File: src/rtl/host_mailbox.sv
module host_mailbox #(
  parameter int AW = 8,
  parameter int NW = 4
) (
  input  logic             clk,
  input  logic             rst_n,
  input  logic             hwr_en,
  input  logic [AW-1:0]    haddr,
  input  logic [31:0]      hwdata,
  output logic [31:0]      hrdata,
  output logic             ctl_doorbell,
  output logic [31:0]      ctl_cmd,
  output logic [31:0]      ctl_src,
  output logic [31:0]      ctl_dst,
  output logic [32*NW-1:0] ctl_payload,
  input  logic             ctl_done,
  input  logic             ctl_err,
  input  logic [7:0]       ctl_code,
  input  logic [32*NW-1:0] ctl_resp,
  output logic             host_irq
);
  localparam logic [AW-1:0] OFF_CMD = AW'(8'h00);
  localparam logic [AW-1:0] OFF_STS = AW'(8'h04);
  localparam logic [AW-1:0] OFF_SRC = AW'(8'h08);
  localparam logic [AW-1:0] OFF_DST = AW'(8'h0C);
  localparam logic [AW-1:0] OFF_WB  = AW'(8'h80);
  localparam logic [AW-1:0] OFF_RB  = AW'(8'h90);
  localparam int IRQ_BIT = 8;

  logic        busy, err, ipend;
  logic [7:0]  code;
  logic [31:0] cmd_q, src_q, dst_q;
  logic [31:0] wbuf [NW];
  logic [31:0] rbuf [NW];
  logic [31:0] status;

  wire cmd_wr = hwr_en && haddr == OFF_CMD;
  wire sts_wr = hwr_en && haddr == OFF_STS;
  wire finish = ctl_done && busy;

  assign status       = {8'h00, code, 13'h0000, ipend, err, busy};
  assign ctl_cmd      = cmd_q;
  assign ctl_src      = src_q;
  assign ctl_dst      = dst_q;
  assign host_irq     = ipend;

  for (genvar g = 0; g < NW; g++) begin : g_pack
    assign ctl_payload[32*g +: 32] = wbuf[g];
  end

  always_comb begin
    hrdata = '0;
    case (haddr)
      OFF_CMD: hrdata = cmd_q;
      OFF_STS: hrdata = status;
      OFF_SRC: hrdata = src_q;
      OFF_DST: hrdata = dst_q;
      default: ;
    endcase
    for (int i = 0; i < NW; i++) begin
      if (haddr == OFF_WB + AW'(4*i)) hrdata = wbuf[i];
      if (haddr == OFF_RB + AW'(4*i)) hrdata = rbuf[i];
    end
  end

  always_ff @(posedge clk or negedge rst_n) begin
    if (!rst_n) begin
      busy         <= 1'b0;
      err          <= 1'b0;
      ipend        <= 1'b0;
      code         <= '0;
      cmd_q        <= '0;
      src_q        <= '0;
      dst_q        <= '0;
      ctl_doorbell <= 1'b0;
      for (int i = 0; i < NW; i++) begin
        wbuf[i] <= '0;
        rbuf[i] <= '0;
      end
    end else begin
      ctl_doorbell <= 1'b0;
      if (cmd_wr && !busy) begin
        cmd_q        <= hwdata;
        busy         <= 1'b1;
        ctl_doorbell <= 1'b1;
      end
      if (hwr_en && haddr == OFF_SRC) src_q <= hwdata;
      if (hwr_en && haddr == OFF_DST) dst_q <= hwdata;
      for (int i = 0; i < NW; i++)
        if (hwr_en && haddr == OFF_WB + AW'(4*i)) wbuf[i] <= hwdata;
      if (sts_wr && hwdata[2]) ipend <= 1'b0;
      if (finish) begin
        busy <= 1'b0;
        err  <= ctl_err;
        code <= ctl_err ? ctl_code : 8'h00;
        for (int i = 0; i < NW; i++) rbuf[i] <= ctl_resp[32*i +: 32];
        if (cmd_q[IRQ_BIT]) ipend <= 1'b1;
      end
    end
  end
endmodule


File: config.mk
export PLATFORM = sky130hd
export DESIGN_NAME = host_mailbox
export DESIGN_NICKNAME = d
export VERILOG_FILES = /design/src/rtl/host_mailbox.sv
export SDC_FILE = /design/constraint.sdc
export NUM_CORES = 1
export LEC_CHECK = 0
export ABC_AREA = 1
export BUFFER_PORTS_ARGS = -buffer_cell sky130_fd_sc_hd__buf_4
export CAP_MARGIN = 10
export CORE_ASPECT_RATIO = 1.5
export CORE_MARGIN = 1.5
export CORE_UTILIZATION = 40
export DETAILED_ROUTE_END_ITERATION = 16
export PLACE_DENSITY = 0.71
export SYNTH_ARGS = -nofsm -noshare
export SYNTH_HDL_FRONTEND = slang
export SYNTH_SLANG_ARGS = --single-unit
File: constraint.sdc
create_clock -name clk -period 1.31 [get_ports clk]
set_input_delay 0.131 -clock clk [delete_from_list [all_inputs] [get_ports clk]]
set_output_delay 0.131 -clock clk [all_outputs]
set_load 0.005 [all_outputs]
==> results.md, run 1 <==
- Ant diodes: 0
- Worst-path clk slew: 0.07 ns
- Residual DRC: 0
- Boundary Pins: 439
- Layout area overhead: 64.75%
- Seq pwr share: 45.7%
- Largest family of logic cells by synthesized area: simple AND/OR/NAND/NOR gates
- Initial drt markers: 1,773
- Drt pass-1 iters: 6
- Minimum clock period: 2.113 ns
- Clock Path Buffers: 3
- Net count after synthesis: 2,258
- Root Buffer: clkbuf_16
- Clock Skews: 0.008466 ns
- Detail Route Antenna Nets: 0
- Hold slack: -0.008899 ns
- Most frequent cell after synthesis: nand2_1
- Crit start category: register
- Synthesized cell area: 0.01636 mm²
- Final Hold Fails: 1
- Leak pwr: 13.90 nW
- Status: complete, but fails checks
- Top cell type's share of synthesized area: 55.67%
- IO Port Bufs: 438
- Final setup fails: 68
- Grt ovf: 0
- Flip-flop and latch area: 0.009111 mm²
- Async SR Flop Fraction: 100.0%
- Switching pwr: 6.944 mW
- Measured slew at the worst slew-check pin: 0.4902 ns
- Total chip power: 27.84 mW
- CTS tree: yes
- Sink Count: 364
- Adder-cell share of the synthesized area: 0%
- Clock Power Share: 41.0%
- Largest net degree at the start of global routing: 49
- Critical Path AT: 1.98 ns
- Die area: 0.04216 mm²
- Sequential fraction of the synthesis area: 55.67%
- Inserted Clock Buffers: 37
- WL/cell: 22.47 µm
- Peak VDD IR: 0.9426 mV
- Share of layout cells above drive strength 1: 31.96%
- Final Slew Violations: 0
- EDFF count, synth: 0
- H-tree Lvls: 2
- PD cells: 1033 mW/mm²
- Mux share of post-synthesis cell area: 0%
- Synth area leader: dfrtp_1
- Fillers: 3,012
- Element type at the critical path end: output port
- Crit path max fanout: 2
- Synthesized netlist cell count: 2,077
- First-pass GRT wire length: 107,300 µm
- Max Fclk: 473.3 MHz
- Number of max-cap violations: 0
- Register bit total from synthesis: 364
- RSZ-0062 raised after global routing: yes
- Top post-synthesis cells by area: dfrtp_1, nand2_1, o21ai_0
- Yosys warning count: 0
- Required @ worst endpoint: 1.18 ns
- WL final: 76,390 µm
- Top FF cell, synth: dfrtp_1
- Xor and xnor area share after synthesis: 0%
- Initial Utilization: 40.59%
- Final estimated routing congestion in global placement: 0.9285
- Initial antenna violation count: 1
- Die X: 168.1 µm
- Netlist cell types: 29
- Die H: 250.7 µm
- Critical path type: register to output port
- Max-slew headroom: 67.28%
- GRT Total Usage: 34.04%
- Hold Crit Class: primary input to register
- Routed vias: 18,460
- Number of nets in the layout: 3,050
- Commonest cells post-synth: nand2_1, dfrtp_1, o21ai_0
- Core box area: 0.04031 mm²
- Tcrit/Tclk final: 161.3%
- Combinational power share: 13.3%
- Area of the multi-input gates: 0.006753 mm²
- Complex-gate fraction of the synthesized area: 8.036%
- Setup ws final: -0.8028 ns
- Simple-gate share of the synthesized area: 30.78%
- Vias in the first global route: 18,350
- Internal: 20.90 mW
- Final core occ: 66.87%
- Via density: 5.429
- Syn Area/Cell: 7.878 µm²
- Detailed-placement wirelength estimate: 51,680 µm
- Site Rows: 90
- Failing checks: negative hold slack, negative setup slack
- Skew-Pair Late Insertion Delay: 0.53 ns
- Switching Share: 24.94%
[repair_timing]
| item | in CTS | in global routing |
|---|---|---|
| gates cloned | 1 | 11 |
| buffers inserted | 43 | 72 |
| hold endpoints to repair | 520 | 0 |
| setup endpoints to repair | 172 | 363 |
| pin swaps | 65 | 91 |
| hold buffers | 149 | 0 |
| gates resized for setup | 223 | 213 |
[cells by family (layout without fill, tap and decap cells)]
group / count (synthesis) / count (layout)
AOI/OAI and AO/OA: 254 / 254
buffers and inverters: 223 / 1040
DFF: 364 / 364
and+or+nand+nor: 1236 / 1236
[worst paths after layout]
check                           start          end  slack (ns)  cells past startpoint
max                           code[5]   hrdata[21]       -0.80                      8
min                        hwdata[31]  ctl_cmd[31]      -0.009                      3
max reg2reg                      busy      code[0]       -0.01                      6
min reg2reg                  rbuf[72]     rbuf[72]        0.48                      2
max in group asynchronous       rst_n     rbuf[22]        0.53                      3
min in group asynchronous       rst_n     rbuf[94]        0.11                      2
[layer usage]
layer  share of wire [%]  GRT usage (%)  vias to the layer above
met3                 7.5          6.731                      369
met1                  33          34.84                     8817
met5               0.017              0                        -
li1                    -              -                     8168
met2                  49          58.81                     1103
met4                  10          30.43                        2
[critical path, stage by stage (launching register included)]
cell and delay, ns:
dfrtp_1 0.44, nand3_1 0.11, nand2_1 0.06, nor2_2 0.11, nand4_1 0.09, o21bai_1 0.15, buf_4 0.15, nand4_1 0.15
buf_4 0.19
[metrics by stage]
stage	worst slack (ns)	hold slack, ns	cells	TNS [ns]	area, µm²
6_report	-0.8028	-0.008899	3400	-23.62	26960
4_1_cts	-0.7557	0.004642	3350	-28.74	25700
2_1_floorplan	0.002074	-0.1646	2077	0	16360
3_5_place_dp	-0.7021	0.08078	3128	-93.99	22010
3_3_place_gp	-0.7060	0.08398	3128	-87.32	22010
5_1_grt	-0.8739	0.02087	3400	-26.13	26960
[cells in the final DEF (no fill, tap or decap), types with 13 or more instances in the layout]
cell,Yosys,routed
o21ai_0,178,173
buf_4,4,378
nand3_1,66,39
clkbuf_16,0,47
dlygate4sd3_1,0,149
inv_1,96,90
nand4_1,56,56
nand2_1,990,940
dfrtp_1,364,362
buf_6,0,288
o21ai_1,61,66
nor2_1,72,58
buf_12,0,40
nand2_2,9,54
nor2_2,7,13
nand3_2,1,27
[layout make-up]
cell class,instances,share of cell area [%]
sequential,364,33.80
inverter,105,1.518
clock inverter,11,0.6776
tap,506,2.348
timing repair buffer,871,32.51
multi-input combinational,1490,25.05
clock buffer,53,4.103
[power groups by stage]
| stage | logic, mW | registers (mW) | clock network [mW] |
|---|---|---|---|
| finish | 3.69 | 12.7 | 11.4 |
| global route | 3.97 | 12.8 | 11.9 |
| CTS | 3.39 | 12.7 | 11.5 |
| detailed placement | 2.83 | 12.8 | 0 |
| global placement | 2.77 | 12.8 | 0 |
| floorplan | 0.777 | 12.7 | 0 |
[state kept, by name, indices dropped and copies added (netlist names)]
signal / count
err: 1
code: 8
host_irq: 1
ctl_dst: 32
ctl_payload: 128
ctl_cmd: 32
ctl_doorbell: 1
rbuf: 128
busy: 1
ctl_src: 32
(Power assumes the default switching activity.)
==> run 2: changes to the inputs <==
--- a/config.mk
+++ b/config.mk
@@ -15,2 +15,3 @@
 export PLACE_DENSITY = 0.71
+export SLEW_MARGIN = 20
 export SYNTH_ARGS = -nofsm -noshare
==> constraint.sdc (replaced) <==
create_clock -name clk -period 1.31 [get_ports clk]
set_input_delay 0 -clock clk [delete_from_list [all_inputs] [get_ports clk]]
set_output_delay 0 -clock clk [all_outputs]
set_load 0.005 [all_outputs]
==> run 2 against run 1 <==
The flow finishes with violations (negative setup slack); sequential share of layout area up 0.60 points; combinational power decreased by 5%; wire length is 1.0% higher; register-to-register slack worse by 0.04 ns; flip-flop and latch count stayed put; highest routed layer unchanged.
==> results.md, run 2 (synthesis gave the netlist of run 1 again) <==
- PD cells: 1043 mW/mm² (+0.97%)
- Peak VDD IR: 0.9568 mV (+1.5%)
- Max-slew headroom: 52.62% (-15 points)
- Hold Crit Class: primary input to register
- Via density: 5.434 (about the same)
- Clock Power Share: 41.4% (+0.4 points)
- Number of nets in the layout: 3,060 (+0.33%)
- Inserted Clock Buffers: 38 (+2.7%)
- Die H: 250.7 µm (unchanged)
- Required @ worst endpoint: 1.31 ns (+0.13 ns)
- Leak pwr: 13.82 nW (-0.61%)
- Minimum clock period: 1.922 ns (-0.1913 ns)
- Clock Path Buffers: 3 (unchanged)
- Core box area: 0.04031 mm² (unchanged)
- WL final: 77,180 µm (+1.0%)
- WL/cell: 22.61 µm (+0.64%)
- Share of layout cells above drive strength 1: 33.61% (+1.6 points)
- Root Buffer: clkbuf_16
- RSZ-0062 raised after global routing: yes
- Final setup fails: 43 (-37%)
- TNS Setup: -16.23 ns (+7.390 ns)
- Detail Route Antenna Nets: 0 (unchanged)
- Skew-Pair Late Insertion Delay: 0.55 ns (+0.02 ns)
- Switching pwr: 7.087 mW (+2.1%)
- Critical Path AT: 1.92 ns (-0.06 ns)
- Initial drt markers: 1,775 (+0.11%)
- Most frequent cells in the layout: nand2_1, buf_4, dfrtp_1, dlygate4sd3_1, o21ai_0
- Status: complete, but fails checks
- Most common cell after layout, fill and taps aside: nand2_1
- Cells after DPL: 3,063 (-2.1%)
- Crit path max fanout: 2 (unchanged)
- Drt pass-1 iters: 6 (unchanged)
- Vias in the first global route: 18,590 (+1.4%)
- Final Slew Violations: 0 (unchanged)
- Setup ws final: -0.6115 ns (+0.1913 ns)
- Initial antenna violation count: 4 (+3)
- Post-Layout Inst Area: 0.02649 mm² (-1.8%)
- Detailed-placement wirelength estimate: 50,910 µm (-1.5%)
- GRT Total Usage: 33.80% (-0.24 points)
- Final estimated routing congestion in global placement: 0.9549 (+2.8%)
- Die area: 0.04216 mm² (unchanged)
- Number of max-cap violations: 0 (unchanged)
- Site Rows: 90 (unchanged)
- Critical path type: register to output port
- Hold slack: 0.2020 ns (+0.2109 ns)
- Tcrit/Tclk final: 146.7% (-15 points)
- Failing checks: negative setup slack
- Largest net degree at the start of global routing: 80 (+63%)
- Element type at the critical path end: output port
- Internal: 20.53 mW (-1.8%)
- Worst-path clk slew: 0.06 ns (about the same)
- Flop2flop setup slack: -0.05 ns (-0.04 ns)
- H-tree Lvls: 2 (unchanged)
- Measured slew at the worst slew-check pin: 0.7099 ns (+0.2197 ns)
- Residual DRC: 0 (unchanged)
- Grt ovf: 0 (unchanged)
- Initial Utilization: 40.59% (unchanged)
- Die X: 168.1 µm (unchanged)
- Switching Share: 25.66% (+0.72 points)
- Combinational power share: 12.7% (-0.6 points)
- IO Port Bufs: 438 (unchanged)
- Crit start category: register
- Placed cell areas: 0.02146 mm² (-2.5%)
- Seq pwr share: 45.9% (+0.2 points)
- Total chip power: 27.62 mW (-0.80%)
- CTS tree: yes
- Layout area overhead: 61.86%
- Boundary Pins: 439 (unchanged)
- Routed vias: 18,550 (+0.47%)
- Final Hold Fails: 0 (-1)
- Max Fclk: 520.4 MHz (+10%)
- Sink Count: 364 (unchanged)
- Clock Skews: 0.02262 ns (+0.01415 ns)
- First-pass GRT wire length: 107,000 µm (-0.22%)
- Final Non-Filler Cells: 3,413 (+0.38%)
## run 2: cell types whose count changed in the layout (fill, tap and decap cells not counted), sizes merged
cell	previous run	this run
diode	0	3
inv	104	105
clkinvlp	1	4
buf	712	686
bufinv	5	3
clkinv	6	7
dlygate4sd3	149	182
## run 2: worst paths after layout
path | from | to | cells after the start
worst max register to register | busy | code[4] | 6
max in group asynchronous | rst_n | ctl_dst[7] | 4
worst max-delay path | ctl_src[7] | hrdata[7] | 7
worst min-delay path | ctl_resp[15] | rbuf[111] | 4
worst min register to register | rbuf[36] | rbuf[36] | 2
min in group asynchronous | rst_n | rbuf[89] | 3
## run 2: metrics by stage
stage	setup slack, ns	util, %
finish	-0.6115	65.70
global route	-0.8055	65.70
CTS	-0.6180	62.61
detailed placement	-0.4640	53.23
global placement	-0.4529	53.23
floorplan	0.002074	-
## run 2: power by group through the flow
stage | Clock [mW] | Sequential [mW] | Combinational (mW)
after floorplan | 0 | 12.7 | 0.777
after global placement | 0 | 12.8 | 2.61
after detailed placement | 0 | 12.8 | 2.67
after CTS | 11.4 | 12.6 | 3.27
after global routing | 11.9 | 12.7 | 3.76
final | 11.4 | 12.7 | 3.50
## run 2: critical path, stage by stage, from the launching register on
cell	delay (ns)
dfrtp_1	0.42
nand2_1	0.09
nand3_2	0.08
nor2_2	0.11
nand4_1	0.28
nand2_1	0.16
nand4_1	0.10
buf_4	0.15
## run 2: layer usage
| metal | vias up | wire, µm | global-route usage [%] |
|---|---|---|---|
| met3 | 398 | 6079 | 5.609 |
| met1 | 8807 | 24900 | 34.32 |
| met5 | - | 17 | 0 |
| li1 | 8180 | - | - |
| met2 | 1159 | 37900 | 60.19 |
| met4 | 2 | 8281 | 28.83 |
## run 2: timing repair
action / in CTS / in global routing
hold buffers: 182 / 0
pin swaps: 102 / 95
resized for setup: 66 / 207
gates cloned: 1 / 20
setup buffers: 52 / 33
hold endpoints to repair: 719 / 0
endpoints found under the setup margin: 33 / 236
## run 2: cell type report
class,instances,area [µm²]
Clock inverter,14,158.9
Tap cell,506,633.1
Inverter,105,412.9
Timing Repair Buffer,880,8025
Fill cell,3152,13830
Clock buffer,51,1134
Multi-Input combinational cell,1490,7004
Sequential cell,364,9110
Antenna cell,3,7.507
